$ cat src/rtl/xchg_pkg.sv
package xchg_pkg;
  localparam int XCHG_W_DEF = 12;
  localparam int XCHG_NB    = 2;

  typedef enum logic {
    SEL_B1 = 1'b0,
    SEL_B2 = 1'b1
  } xchg_sel_e;
endpackage

$ cat src/rtl/xchg_hold_latch.sv
module xchg_hold_latch #(
  parameter int W = 12
) (
  input  logic         clk,
  input  logic         rst_n,
  input  logic         le,
  input  logic [W-1:0] d,
  output logic [W-1:0] q
);
  logic [W-1:0] held;

  // Sample on each rising edge while open; keep the word while closed.
  always_ff @(posedge clk or negedge rst_n) begin
    if (!rst_n)  held <= '0;
    else if (le) held <= d;
  end

  // Pass-through while open gives same-cycle transparency.
  assign q = le ? d : held;

  // after closing, the output shows the word sampled at the last open edge.
  a_r3_capture: assert property (@(posedge clk) disable iff (!rst_n)
    ($past(rst_n) && $past(le) && !le) |-> (q == $past(d)));

  // while closed on two edges running, the output stays put.
  a_r3_keep: assert property (@(posedge clk) disable iff (!rst_n)
    ($past(rst_n) && !$past(le) && !le) |-> $stable(q));
endmodule

$ cat src/rtl/xchg_bport.sv
module xchg_bport #(
  parameter int W = 12
) (
  input  logic         clk,
  input  logic         rst_n,
  input  logic [W-1:0] a_word,
  input  logic         dn_le,
  input  logic         up_le,
  input  logic [W-1:0] port_in,
  input  logic         oe,
  output logic [W-1:0] port_out,
  output logic         port_vld,
  output logic [W-1:0] up_word
);
  logic [W-1:0] dn_word;

  xchg_hold_latch #(.W(W)) dn_lat_i (
    .clk(clk), .rst_n(rst_n), .le(dn_le), .d(a_word), .q(dn_word)
  );

  xchg_hold_latch #(.W(W)) up_lat_i (
    .clk(clk), .rst_n(rst_n), .le(up_le), .d(port_in), .q(up_word)
  );

  assign port_out = oe ? dn_word : '0;
  assign port_vld = oe;

  // a word captured on the A-to-B path reaches the pins once enabled.
  a_r9_enabled_capture: assert property (@(posedge clk) disable iff (!rst_n)
    ($past(rst_n) && $past(dn_le) && !dn_le && oe) |-> (port_out == $past(a_word)));
endmodule

$ cat src/rtl/xchg_a_mux.sv
module xchg_a_mux #(
  parameter int W  = 12,
  parameter int NB = 2
) (
  input  xchg_pkg::xchg_sel_e  sel,
  input  logic [W-1:0]         words [NB],
  input  logic                 oe,
  output logic [W-1:0]         a_out,
  output logic                 a_vld
);
  localparam int IW = (NB > 1) ? $clog2(NB) : 1;

  logic [IW-1:0] idx;
  logic [W-1:0]  picked;

  assign idx = IW'(sel);

  always_comb begin
    picked = '0;
    for (int i = 0; i < NB; i++) begin
      if (idx == IW'(i)) picked = words[i];
    end
  end

  assign a_out = oe ? picked : '0;
  assign a_vld = oe;
endmodule

$ cat src/rtl/xchg_tri_port.sv
module xchg_tri_port #(
  parameter int W = xchg_pkg::XCHG_W_DEF
) (
  input  logic         clk,
  input  logic         rst_n,
  input  logic [W-1:0] a_in,
  output logic [W-1:0] a_out,
  input  logic         a_oe,
  output logic         a_vld,
  input  logic         a_sel,
  input  logic [W-1:0] b1_in,
  output logic [W-1:0] b1_out,
  input  logic         b1_oe,
  output logic         b1_vld,
  input  logic [W-1:0] b2_in,
  output logic [W-1:0] b2_out,
  input  logic         b2_oe,
  output logic         b2_vld,
  input  logic         ab1_le,
  input  logic         ab2_le,
  input  logic         ba1_le,
  input  logic         ba2_le
);
  import xchg_pkg::*;
  localparam int NB = XCHG_NB;

  logic [W-1:0] pin_in  [NB];
  logic [W-1:0] pin_out [NB];
  logic [W-1:0] up_word [NB];
  logic         pin_vld [NB];
  logic         dn_le   [NB];
  logic         up_le   [NB];
  logic         pin_oe  [NB];

  assign pin_in[0] = b1_in;
  assign pin_in[1] = b2_in;
  assign dn_le[0]  = ab1_le;
  assign dn_le[1]  = ab2_le;
  assign up_le[0]  = ba1_le;
  assign up_le[1]  = ba2_le;
  assign pin_oe[0] = b1_oe;
  assign pin_oe[1] = b2_oe;

  for (genvar g = 0; g < NB; g++) begin : g_bport
    xchg_bport #(.W(W)) bport_i (
      .clk     (clk),
      .rst_n   (rst_n),
      .a_word  (a_in),
      .dn_le   (dn_le[g]),
      .up_le   (up_le[g]),
      .port_in (pin_in[g]),
      .oe      (pin_oe[g]),
      .port_out(pin_out[g]),
      .port_vld(pin_vld[g]),
      .up_word (up_word[g])
    );
  end

  assign b1_out = pin_out[0];
  assign b1_vld = pin_vld[0];
  assign b2_out = pin_out[1];
  assign b2_vld = pin_vld[1];

  xchg_a_mux #(.W(W), .NB(NB)) a_mux_i (
    .sel  (xchg_sel_e'(a_sel)),
    .words(up_word),
    .oe   (a_oe),
    .a_out(a_out),
    .a_vld(a_vld)
  );

  // an open B1-side element with select 0 passes b1_in straight to A.
  a_r7_pick_b1: assert property (@(posedge clk) disable iff (!rst_n)
    (a_vld && !a_sel && ba1_le) |-> (a_out == b1_in));

  // an open B2-side element with select 1 passes b2_in straight to A.
  a_r7_pick_b2: assert property (@(posedge clk) disable iff (!rst_n)
    (a_vld && a_sel && ba2_le) |-> (a_out == b2_in));
endmodule

$ cat config.mk
export PLATFORM = sky130hd
export DESIGN_NAME = xchg_tri_port
export DESIGN_NICKNAME = d
export VERILOG_FILES = /design/src/rtl/xchg_pkg.sv /design/src/rtl/xchg_hold_latch.sv /design/src/rtl/xchg_bport.sv /design/src/rtl/xchg_a_mux.sv /design/src/rtl/xchg_tri_port.sv
export SDC_FILE = /design/constraint.sdc
export NUM_CORES = 1
export LEC_CHECK = 0
export CAP_MARGIN = 15
export CORE_ASPECT_RATIO = 1.5
export CORE_UTILIZATION = 43
export CTS_CLUSTER_DIAMETER = 30
export CTS_CLUSTER_SIZE = 20
export DETAILED_ROUTE_END_ITERATION = 16
export PLACE_DENSITY = 0.79
export RECOVER_POWER = 50
export SKIP_LAST_GASP = 1
export SYNTH_ARGS = -nofsm -noshare
export SYNTH_HDL_FRONTEND = slang
export SYNTH_SLANG_ARGS = --single-unit
$ cat constraint.sdc
create_clock -name clk -period 1.3 [get_ports clk]
set_input_delay 0.195 -clock clk [delete_from_list [all_inputs] [get_ports clk]]
set_output_delay 0.195 -clock clk [all_outputs]
set_load 0.01 [all_outputs]
# Yosys cells after proc, flatten, opt, wreduce, memory -nomap -nowiden
# Index checks and enable logic that the tools add are counted.
# word_totals
reg_bits	48
input_bits	46
output_inout_bits	39
wordCells	12
# op_classes
n_mux	8
# op_table
cell	n
12-bit 2-to-1 mux	8

# Logic depth before layout (Yosys ltp)
# Gate-level depths: netlist (run 1).
# logic_depth
depth_word	3
ltp_mapped	3
ltp_nobuf	2

# Cells and area by module
# Synthesis (run 1) repeated with hierarchy kept, for this count alone.
# unflattened
hier_cells	155
area_unflattened_um2	2362.3
# modules_own_cells
module	instances	cells_each	area_per_inst_um2	seq_area_each_um2
xchg_hold_latch	4	25	484.2	300.3
xchg_a_mux	1	27	217.7	0.0
xchg_bport	2	14	103.8	0.0

# Least setup slack after synthesis (run 1)
# OpenSTA, ideal clock, no wires.
# synth_path
path_type	input-to-output
start	input ba1_le
end	output a_out[7]
arrival_time_ns	0.904
required_time_ns	1.105
setup_slack_ns	0.201
stages	3
n_path_buf	1
path_cell_list	buf_6 mux2_4 a22o_1
# synth_lines
item	line	source
from (decl)	xchg_tri_port.sv:21	input logic ba1_le,
to (decl)	xchg_tri_port.sv:7	output logic [W-1:0] a_out,

==> out/metrics.cfg, run 1 <==
[routing]
met2WireLength_um = 2850
top_layer = met4
vias = 1548
viasPerCell = 4.88
wl_met1_um = 2150
drt_wl_total_um = 5450
drt_iter0_markers = 49
dr.pass1.iters = 4
ant_nets = 0
routedWlPerCell_um = 17.2
met3_length_um = 411
route.detailed.drc = 0

[critical_path]
cp_max_fo = 2
worst-path-buf-inv = 1
cp.required_ns = 1.11
reg2reg_depth = 2
start_kind = flop
setup.worst_path.class = flop to primary output
worstSetupEndpointType = primary output
critical-path-max-stage-delay_ns = 0.37
worstReg2RegStart = g_bport[0].bport_i.up_lat_i.held[11]
crit_arrival_ns = 1.28
cp_slowest_cell = dfrtp_1
cp_cell_sequence = mux2_4 > a22o_1 > buf_6
worstReg2RegEnd = g_bport[0].bport_i.up_lat_i.held[11]
reg2reg_setup_slack_ns = 0.42
cpLargestDelayFamily = flip-flops

[synth]
synth.most_common_cell = dfrtp_1
syn-num-nets = 191
synthTopCellsByArea = dfrtp_1 (56%), mux2_4 (12%), mux2_2 (12%), and2_1 (7.3%), a22o_1 (4.9%)
ys_async_sr_fraction_pct = 100
avgSynthCellArea_sq_um = 14.8
ys_ff_latch = 48
ys_types = 11
synth.largest_area_cell = dfrtp_1
ys_top_cells_by_count = dfrtp_1 (48), and2_1 (25), mux2_2 (22), mux2_4 (17), a22o_1 (12)
synth_top_area_share_pct = 55.9
yosys_warnings = 0
synth_area_sq_um = 2150
ys_seq_area_share_pct = 55.9
synthCells = 145
synthFlopType = dfrtp_1
synth_edf_count = 0

[finish]
nFillCells = 340
area_growth_pct = 63.6
fin_nets = 296
diodes = 0
drive_above_1_share_pct = 57.8
final_util_pct = 73.1

[clocking]
clockRootBuffer = clkbuf_8
clock-sinks = 48
htreeDepth = 2
ctsLongestPathBuffers = 2
cts_buffers = 5
cts_tree = built
cts.clk_slew.worst_paths_ns = 0.08
clock_latency_ns = 0.29

[hold_path]
min_path_type = primary input to flop
min_path_cells = 3
holdPathEnd = g_bport[1].bport_i.dn_lat_i.held[6]
min-delay-start = ab2_le

[placed_design]
place_ws_ns = -0.847
hpwl_um = 3500
gp_congestion = 0.724
io_buffers = 84

[power_and_ir_drop]
powerDensity_nw_per_um2 = 1020
p_leak_nw = 1.73
ir_drop_uv = 609

[sta]
period_needed_ns = 1.48
setup_tns_ns = -3.86
finClkSkew_ns = 0
maxSlewViolCount = 0
setup_violations = 36
worst_slack_ns = -0.177
tightest_slew_ns = 0.652
hold_ws_ns = 0.328
slew_headroom_pct = 56.5
max_clock_freq_mhz = 677
timing.final.hold_violations = 0
rsz0062_at_grt = yes
finalCritPeriodShare_pct = 114

[floorplanning]
fp.dieArea_sq_um = 5290
core-area_sq_um = 4810
die_w_um = 59.7
num_rows = 31
start_util_pct = 44.7
ios = 85
dieHeight_um = 88.6

[outcome]
violations = negative setup slack
run_status = finished with violations

[grt]
grt_pass1_vias = 1673
antenna_found_initial = 0
grt_max_degree = 49
grt_pass1_wl_um = 8250
grt_remaining_overflow = 0
grt.total_usage_pct = 21.3

[job]
drv_cap = 0

==> layout by cell type, fill, tap and decap left out <==
cell type and n:
and2_1 2, clkbuf_4 1, bufbuf_16 2, dlygate4sd3_1 1, buf_2 15, clkbuf_8 6, clkbuf_2 1, buf_4 16
clkdlybuf4s50_1 38, clkdlybuf4s15_2 2, dlymetal6s2s_1 1, buf_6 25, nor2b_4 1, and2_4 23, dfrtp_1 48, mux2_2 4
mux2_4 44, buf_16 1, buf_12 4, clkbuf_1 2, a22o_1 12, dlygate4sd2_1 2
==> stage by stage <==
step | cell area, sq um | total power, mW | std cells
4_1_cts | 3440 | 3.57 | 314
3_3_place_gp | 3150 | 2.52 | 297
2_1_floorplan | 2150 | 2.08 | 145
3_5_place_dp | 3150 | 2.54 | 297
6_report | 3520 | 3.58 | 317
5_1_grt | 3520 | 3.76 | 317
==> sequential cells by signal, summed over array words and instances (netlist names) <==
name,cells
g_bport.bport_i.dn_lat_i.held,24
g_bport.bport_i.up_lat_i.held,24
==> power by group <==
group / leakage [nW] / total, mW / internal [mW] / switching [mW]
Combinational: 1.12 / 1.00 / 0.652 / 0.352
Clock: 0.0455 / 0.893 / 0.434 / 0.459
Sequential: 0.561 / 1.68 / 1.64 / 0.0399
==> worst max-delay path by stage <==
stage	slack, ns	endpoint	depth (start not counted)	startpoint
2_1_floorplan	0.20	a_out[7]	3	ba1_le
3_3_place_gp	-0.83	a_out[9]	5	ba1_le
4_1_cts	-0.20	a_out[6]	3	g_bport[0].bport_i.up_lat_i.held[6]
5_1_grt	-0.23	a_out[1]	3	g_bport[1].bport_i.up_lat_i.held[1]
6_report	-0.18	a_out[6]	3	g_bport[0].bport_i.up_lat_i.held[6]
3_5_place_dp	-0.85	a_out[9]	5	ba1_le
==> per-layer routing <==
layer  vias up  GRT usage (%)
li1        715              -
met1       751           24.9
met2        75           38.2
met3         7           5.12
met4         0           5.71
met5         -              0
==> cell type report <==
cell class                 count  area [sq um]  area share (%)
clock buffer                   8          90.1            2.56
timing repair buffer         109          1100            31.4
multi-input combinational     86          1040            29.5
sequential                    48          1200            34.2
tap                           66          82.6            2.35
==> cells by family after synthesis <==
family	count (synthesis)	share of synthesized area, %
muxes	48	28.1
AOI/OAI and AO/OA	12	4.89
and+or+nand+nor	26	7.57
buffers and inverters	11	3.55
DFF	48	55.9
==> worst min-delay path: stages <==
cell and delay, ns:
buf_4 0.11, buf_12 0.12, mux2_4 0.16
==> timing repair <==
| action | in CTS | in global routing |
|---|---|---|
| setup endpoints to repair | 39 | 38 |
| gates cloned | 3 | 1 |
| gates resized for setup | 231 | 21 |
| hold buffers | 1 | 0 |
| hold endpoints to repair | 48 | 0 |
| pin swaps | 27 | 3 |
| buffers inserted | 5 | 2 |
Power figures use the tool's default switching activity.
==> run 2: changes to the inputs <==
--- a/config.mk
+++ b/config.mk
@@ -11,9 +11,11 @@
 export CTS_CLUSTER_DIAMETER = 30
 export CTS_CLUSTER_SIZE = 20
 export DETAILED_ROUTE_END_ITERATION = 16
+export GPL_ROUTABILITY_DRIVEN = 0
 export PLACE_DENSITY = 0.79
 export RECOVER_POWER = 50
 export SKIP_LAST_GASP = 1
+export SLEW_MARGIN = 10
 export SYNTH_ARGS = -nofsm -noshare
 export SYNTH_HDL_FRONTEND = slang
 export SYNTH_SLANG_ARGS = --single-unit
==> results of run 2 <==
The final DEF is identical to that of run 1; final timing and power are the same.
